<file path="src/rtl/sram_ctrl_pkg.sv">
package sram_ctrl_pkg;

    typedef enum logic [2:0] {
        ST_IDLE,
        ST_RD_ACCESS,
        ST_RD_TURN,
        ST_WR_PULSE,
        ST_WR_HOLD
    } sram_state_e;

    function automatic int ns_to_cyc(input int ns, input int period);
        int c;
        c = (ns + period - 1) / period;
        return (c < 1) ? 1 : c;
    endfunction

    function automatic int imax(input int a, input int b);
        return (a > b) ? a : b;
    endfunction

    // output enable to valid data
    function automatic int oe_access_ns(input int grade);
        case (grade)
            70:      return 35;
            85:      return 40;
            100:     return 50;
            default: return 60;
        endcase
    endfunction

    // strobe release to bus high-Z
    function automatic int release_hz_ns(input int grade);
        return (grade == 70 || grade == 85) ? 25 : 35;
    endfunction

    function automatic int we_width_ns(input int grade);
        return (grade == 70 || grade == 85) ? 50 : 60;
    endfunction

    // address valid (and chip select) to end of write
    function automatic int addr_to_end_ns(input int grade);
        case (grade)
            70:      return 60;
            85:      return 75;
            100:     return 80;
            default: return 100;
        endcase
    endfunction

    function automatic int data_to_end_ns(input int grade);
        return (grade == 70 || grade == 85) ? 30 : 40;
    endfunction

    function automatic int cycle_ns(input int grade);
        case (grade)
            70, 85, 100: return grade;
            default:     return 120;
        endcase
    endfunction

    function automatic int rd_strobe_cycles(input int grade, input int period);
        return imax(ns_to_cyc(cycle_ns(grade), period),
                    ns_to_cyc(oe_access_ns(grade), period));
    endfunction

    function automatic int turn_cycles(input int grade, input int period);
        return ns_to_cyc(release_hz_ns(grade), period);
    endfunction

    function automatic int wr_pulse_cycles(input int grade, input int period);
        return imax(ns_to_cyc(we_width_ns(grade), period),
                    imax(ns_to_cyc(addr_to_end_ns(grade), period),
                         ns_to_cyc(data_to_end_ns(grade), period)));
    endfunction

    function automatic int wr_hold_cycles(input int grade, input int period);
        return imax(ns_to_cyc(5, period),
                    ns_to_cyc(cycle_ns(grade), period) - wr_pulse_cycles(grade, period));
    endfunction

endpackage

</file>
<file path="src/rtl/sram_cycle_timer.sv">
module sram_cycle_timer #(
    parameter int CNT_W = 8
) (
    input  logic             clk,
    input  logic             rst_n,
    input  logic             clr,
    output logic [CNT_W-1:0] cnt
);

    always_ff @(posedge clk or negedge rst_n) begin
        if (!rst_n) begin
            cnt <= '0;
        end else if (clr) begin
            cnt <= '0;
        end else begin
            cnt <= cnt + 1'b1;
        end
    end

endmodule

</file>
<file path="src/rtl/sram_seq_fsm.sv">
module sram_seq_fsm
    import sram_ctrl_pkg::*;
#(
    parameter int RD_CYC   = 18,
    parameter int TURN_CYC = 7,
    parameter int WP_CYC   = 15,
    parameter int HOLD_CYC = 3,
    parameter int CNT_W    = 5
) (
    input  logic             clk,
    input  logic             rst_n,
    input  logic             req,
    input  logic             wr,
    input  logic [CNT_W-1:0] cnt,
    output logic             ready,
    output logic             accept,
    output logic             capture,
    output logic             timer_clr,
    output logic             cs_n,
    output logic             oe_n,
    output logic             we_n,
    output logic             dq_oe
);

    localparam logic [CNT_W-1:0] RD_LAST   = CNT_W'(RD_CYC - 1);
    localparam logic [CNT_W-1:0] TURN_LAST = CNT_W'(TURN_CYC - 1);
    localparam logic [CNT_W-1:0] WP_LAST   = CNT_W'(WP_CYC - 1);
    localparam logic [CNT_W-1:0] HOLD_LAST = CNT_W'(HOLD_CYC - 1);

    sram_state_e state_q, state_d;

    // state register
    always_ff @(posedge clk or negedge rst_n) begin
        if (!rst_n) begin
            state_q <= ST_IDLE;
        end else begin
            state_q <= state_d;
        end
    end

    // transitions
    always_comb begin
        state_d = state_q;
        unique case (state_q)
            ST_IDLE: begin
                if (req) begin
                    state_d = wr ? ST_WR_PULSE : ST_RD_ACCESS;
                end
            end
            ST_RD_ACCESS: if (cnt == RD_LAST)   state_d = ST_RD_TURN;
            ST_RD_TURN:   if (cnt == TURN_LAST) state_d = ST_IDLE;
            ST_WR_PULSE:  if (cnt == WP_LAST)   state_d = ST_WR_HOLD;
            ST_WR_HOLD:   if (cnt == HOLD_LAST) state_d = ST_IDLE;
            default:      state_d = ST_IDLE;
        endcase
    end

    // outputs
    always_comb begin
        ready     = 1'b0;
        capture   = 1'b0;
        cs_n      = 1'b1;
        oe_n      = 1'b1;
        we_n      = 1'b1;
        dq_oe     = 1'b0;
        unique case (state_q)
            ST_IDLE: begin
                ready = 1'b1;
            end
            ST_RD_ACCESS: begin
                cs_n    = 1'b0;
                oe_n    = 1'b0;
                capture = (cnt == RD_LAST);
            end
            ST_RD_TURN: begin
                // all strobes released; bus left to the memory to float
            end
            ST_WR_PULSE: begin
                cs_n  = 1'b0;
                we_n  = 1'b0;
                dq_oe = 1'b1;
            end
            ST_WR_HOLD: begin
                dq_oe = 1'b1;
            end
            default: begin
                ready = 1'b0;
            end
        endcase
        accept    = ready && req;
        timer_clr = (state_d != state_q) || (state_q == ST_IDLE);
    end

endmodule

</file>
<file path="src/rtl/sram_req_path.sv">
module sram_req_path #(
    parameter int ADDR_W = 19,
    parameter int DATA_W = 8
) (
    input  logic              clk,
    input  logic              rst_n,
    input  logic              load,
    input  logic              capture,
    input  logic [ADDR_W-1:0] addr_in,
    input  logic [DATA_W-1:0] wdata_in,
    input  logic [DATA_W-1:0] dq_in,
    output logic [ADDR_W-1:0] addr_q,
    output logic [DATA_W-1:0] wdata_q,
    output logic [DATA_W-1:0] rdata_q,
    output logic              rvalid_q
);

    always_ff @(posedge clk or negedge rst_n) begin
        if (!rst_n) begin
            addr_q  <= '0;
            wdata_q <= '0;
        end else if (load) begin
            addr_q  <= addr_in;
            wdata_q <= wdata_in;
        end
    end

    always_ff @(posedge clk or negedge rst_n) begin
        if (!rst_n) begin
            rdata_q  <= '0;
            rvalid_q <= 1'b0;
        end else begin
            rvalid_q <= capture;
            if (capture) begin
                rdata_q <= dq_in;
            end
        end
    end

endmodule

</file>
<file path="src/rtl/sram_async_ctrl.sv">
module sram_async_ctrl
    import sram_ctrl_pkg::*;
#(
    parameter int CLK_PERIOD_NS = 4,
    parameter int SPEED_NS      = 70,
    parameter int ADDR_W        = 19,
    parameter int DATA_W        = 8
) (
    input  logic              clk,
    input  logic              rst_n,
    input  logic              req,
    input  logic              wr,
    input  logic [ADDR_W-1:0] addr,
    input  logic [DATA_W-1:0] wdata,
    output logic              ready,
    output logic [DATA_W-1:0] rdata,
    output logic              rvalid,
    output logic [ADDR_W-1:0] sram_addr,
    output logic [DATA_W-1:0] sram_dq_out,
    output logic              sram_dq_oe,
    input  logic [DATA_W-1:0] sram_dq_in,
    output logic              sram_cs_n,
    output logic              sram_oe_n,
    output logic              sram_we_n
);

    localparam int RD_CYC   = rd_strobe_cycles(SPEED_NS, CLK_PERIOD_NS);
    localparam int TURN_CYC = turn_cycles(SPEED_NS, CLK_PERIOD_NS);
    localparam int WP_CYC   = wr_pulse_cycles(SPEED_NS, CLK_PERIOD_NS);
    localparam int HOLD_CYC = wr_hold_cycles(SPEED_NS, CLK_PERIOD_NS);
    localparam int MAX_CYC  = imax(imax(RD_CYC, TURN_CYC), imax(WP_CYC, HOLD_CYC));
    localparam int CNT_W    = $clog2(MAX_CYC + 1);

    logic             accept;
    logic             capture;
    logic             timer_clr;
    logic [CNT_W-1:0] cnt;

    sram_cycle_timer #(
        .CNT_W (CNT_W)
    ) u_timer (
        .clk   (clk),
        .rst_n (rst_n),
        .clr   (timer_clr),
        .cnt   (cnt)
    );

    sram_seq_fsm #(
        .RD_CYC   (RD_CYC),
        .TURN_CYC (TURN_CYC),
        .WP_CYC   (WP_CYC),
        .HOLD_CYC (HOLD_CYC),
        .CNT_W    (CNT_W)
    ) u_fsm (
        .clk       (clk),
        .rst_n     (rst_n),
        .req       (req),
        .wr        (wr),
        .cnt       (cnt),
        .ready     (ready),
        .accept    (accept),
        .capture   (capture),
        .timer_clr (timer_clr),
        .cs_n      (sram_cs_n),
        .oe_n      (sram_oe_n),
        .we_n      (sram_we_n),
        .dq_oe     (sram_dq_oe)
    );

    sram_req_path #(
        .ADDR_W (ADDR_W),
        .DATA_W (DATA_W)
    ) u_path (
        .clk      (clk),
        .rst_n    (rst_n),
        .load     (accept),
        .capture  (capture),
        .addr_in  (addr),
        .wdata_in (wdata),
        .dq_in    (sram_dq_in),
        .addr_q   (sram_addr),
        .wdata_q  (sram_dq_out),
        .rdata_q  (rdata),
        .rvalid_q (rvalid)
    );

endmodule

</file>
<file path="config.mk">
export PLATFORM = sky130hd
export DESIGN_NAME = sram_async_ctrl
export DESIGN_NICKNAME = d
export VERILOG_FILES = /design/src/rtl/sram_ctrl_pkg.sv /design/src/rtl/sram_cycle_timer.sv /design/src/rtl/sram_seq_fsm.sv /design/src/rtl/sram_req_path.sv /design/src/rtl/sram_async_ctrl.sv
export SDC_FILE = /design/constraint.sdc
export NUM_CORES = 1
export LEC_CHECK = 0
export BUFFER_PORTS_ARGS = -buffer_cell sky130_fd_sc_hd__buf_4
export CORE_AREA = 2 2 68 70
export DETAILED_ROUTE_END_ITERATION = 12
export DIE_AREA = 0 0 70 72
export PLACE_DENSITY = 0.82
export SYNTH_ARGS = -nofsm -noshare
export SYNTH_HDL_FRONTEND = slang
export SYNTH_SLANG_ARGS = --single-unit
</file>
<file path="constraint.sdc">
create_clock -name clk -period 2.05 [get_ports clk]
set_input_delay 0.3075 -clock clk [delete_from_list [all_inputs] [get_ports clk]]
set_output_delay 0.3075 -clock clk [all_outputs]
set_load 0.01 [all_outputs]
</file>
==> impl_results.md <==
* Routed Antenna Nets at 0
* Reg power frac at 40.1%
* Gate power share at 38.2%
* H-tree depth at 2
* Hold slack at -6.89 ps
* Maximum vdd ir drop at 0.661 mV
* Initial antenna violation count at 0
* Number of setup violations in the final report at 0
* Post-CTS Setup Inserts at 0
* CP arrival at 2010 ps
* #FFs+latches synth at 44
* Placeable Area at 4260 sq um
* Main synth FF type: dfrtp_1
* Asr flop ratio synth at 100%
* Fillers at 347
* Slew @ Worst Pin at 542 ps
* Mapped Nets at 182
* Number of flops mapped to enable cells by yosys at 0
* Post-CTS sizing at 0
* P_int at 2.43 mW
* Mapped Area at 1950 sq um
* Via count at 1,377
* Endpoint type of the worst setup path: register
* Area delta synth->final at 38.4%
* Pleak at 1.31 nW
* Most common cell after layout, fill and taps aside: buf_4
* CTS tree: done
* TNS Setup at 0 ps
* Largest net degree at the start of global routing at 45
* Synth Area per Inst at 13.9 sq um
* Most frequent cells in the layout: buf_4, dfrtp_1, mux2_1
* GRT Total Usage at 17.1%
* Setup crit start kind: register
* Ports at 80
* Post-route cell area at 2700 sq um
* Global-route wire length before repair at 6780 um
* YS warnings at 0
* Final Critical Period at 1850 ps
* Clock power share at 21.7%
* Flop2flop setup slack at 200 ps
* Vias/cell at 5.03
* RSZ-0062 raised after global routing: no
* Fmax at 540 MHz
* Part of the Yosys area used for sequential elements at 56.5%
* Die W at 70 um
* # rows at 24
* Total Power at 3.49 mW
* Drt first pass iters at 4
* # Max-Cap Violations at 0
* CTS max path bufs at 2
* CP Data Required Time at 2210 ps
* Register area at 1100 sq um
* Worst Hold Class: in -> async
* Kind of critical path: reg -> reg
* Total CTS buffers at 5
* Area of placed instances at 2570 sq um
* Mapped Cells at 140
* Switching power at 1.07 mW
* Multi-input gate area at 741 sq um
* Util after Layout at 63.2%
* Pwr dens at 1300 nW/um^2
* Unique masters post-synth at 34
* Sw Share at 30.5%
* Total grt overflow at 0
* Layout cells sized above 1 at 45.5%
* RD Place Congestion at 0.806
* DP HPWL at 2950 um
* Starting DRT DRC Count at 75
* Worst Clk Skew at 5.35 ps
* Failing checks: negative hold slack
* Clock slew at reported path FFs at 80 ps
* Cts hold-fix bufs at 0
* N_diodes at 0
* Routed wire length at 3970 um
* Count of buffers from port buffering at 79
* DR WL/cell at 14.5 um
* Initial core utilization at 45.7%
* Max_slew headroom at 63.9%
* DIE AREA at 5040 sq um
* Hold Violations, Final at 10
* Crit-path max FO at 5
* Final net count at 264
* Part of the cycle the worst path needs at 90.4%
* Worst-case reg-to-reg path depth at 5
* Outcome: finished with violations
* Die Ht at 72 um
* Vias in the first global route at 1,507
* # DRC at 0
* Final Max Tran Viols at 0
* Reg2reg end: u_timer.cnt[0]
* Worst skew pair latency at 290 ps
* TritonCTS Sinks at 44
* Worst r2r src: u_timer.cnt[0]
* Root Driver: clkbuf_8
[power by group through the flow]
stage	registers [mW]	clock network (mW)	logic (mW)
floorplan	1.50	0	0.592
global placement	1.40	0	1.31
detailed placement	1.42	0	1.35
CTS	1.40	0.783	1.36
global route	1.46	0.814	1.45
finish	1.40	0.757	1.34
[kinds of logic after synthesis]
kind of cell             share of synthesized area [%]
buffers and inverters                             5.46
flip-flops                                        56.5
XOR/XNOR                                          1.80
AO/OA/AOI/OAI                                     6.29
adder cells (fa/ha/maj)                           1.93
AND/OR/NAND/NOR                                   6.74
multiplexers                                      21.3
[per-stage QoR]
stage / std cells / setup slack (ps)
floorplan: 140 / 328
global placement: 267 / 293
detailed placement: 267 / 266
CTS: 274 / 139
global route: 274 / 55.6
finish: 274 / 197
[synthesized netlist by cell type (2+ instances only)]
master / n / area, sq um
dfrtp_1: 44 / 1100
mux2_1: 27 / 304
inv_1: 8 / 30.0
mux2_2: 8 / 90.1
buf_6: 5 / 56.3
nand2_1: 5 / 18.8
a2111oi_1: 4 / 40.0
buf_2: 4 / 20.0
ha_1: 3 / 37.5
nor2b_1: 3 / 18.8
mux2i_1: 2 / 20.0
nand3_1: 2 / 10.0
o21ai_0: 2 / 10.0
xnor2_1: 2 / 17.5
xor2_1: 2 / 17.5
[layer usage]
| layer | global-route usage [%] | up-vias | part of all wire, % |
|---|---|---|---|
| li1 | - | 653 | - |
| met1 | 20.0 | 654 | 41 |
| met2 | 28.9 | 62 | 49 |
| met3 | 5.42 | 8 | 8.4 |
| met4 | 8.12 | 0 | 1.9 |
| met5 | 0 | - | 0 |
[final cells by class]
| class | count | share of cell area [%] |
|---|---|---|
| inverter | 8 | 1.11 |
| multi-input combinational | 79 | 27.5 |
| tap | 52 | 2.41 |
| sequential | 44 | 40.8 |
| timing repair buffer | 84 | 23.4 |
| clock inverter | 2 | 2.23 |
| clock buffer | 5 | 2.55 |
[flip-flops by register name (all words and copies together), names as in the netlist]
register and count:
u_fsm.state_q 3, u_path.addr_q 19, u_path.rdata_q 8, u_path.rvalid_q 1
u_path.wdata_q 8, u_timer.cnt 5
[critical path: stages, from the launching register on]
cell	delay, ps
dfrtp_1	430
inv_1	60
ha_1	210
nor2b_1	170
a311o_1	440
a2111oi_1	410
[how the worst max path moves through the flow]
stage                           from                 to  slack (ps)
global route          u_timer.cnt[0]     u_timer.cnt[0]          60
finish                u_timer.cnt[0]     u_timer.cnt[0]         200
detailed placement    u_timer.cnt[0]     u_timer.cnt[1]         270
floorplan           u_fsm.state_q[0]  u_path.addr_q[14]         330
global placement    u_fsm.state_q[1]   u_path.addr_q[6]         290
CTS                   u_timer.cnt[0]     u_timer.cnt[0]         140
No activity file was read; power rests on OpenSTA's default activity.
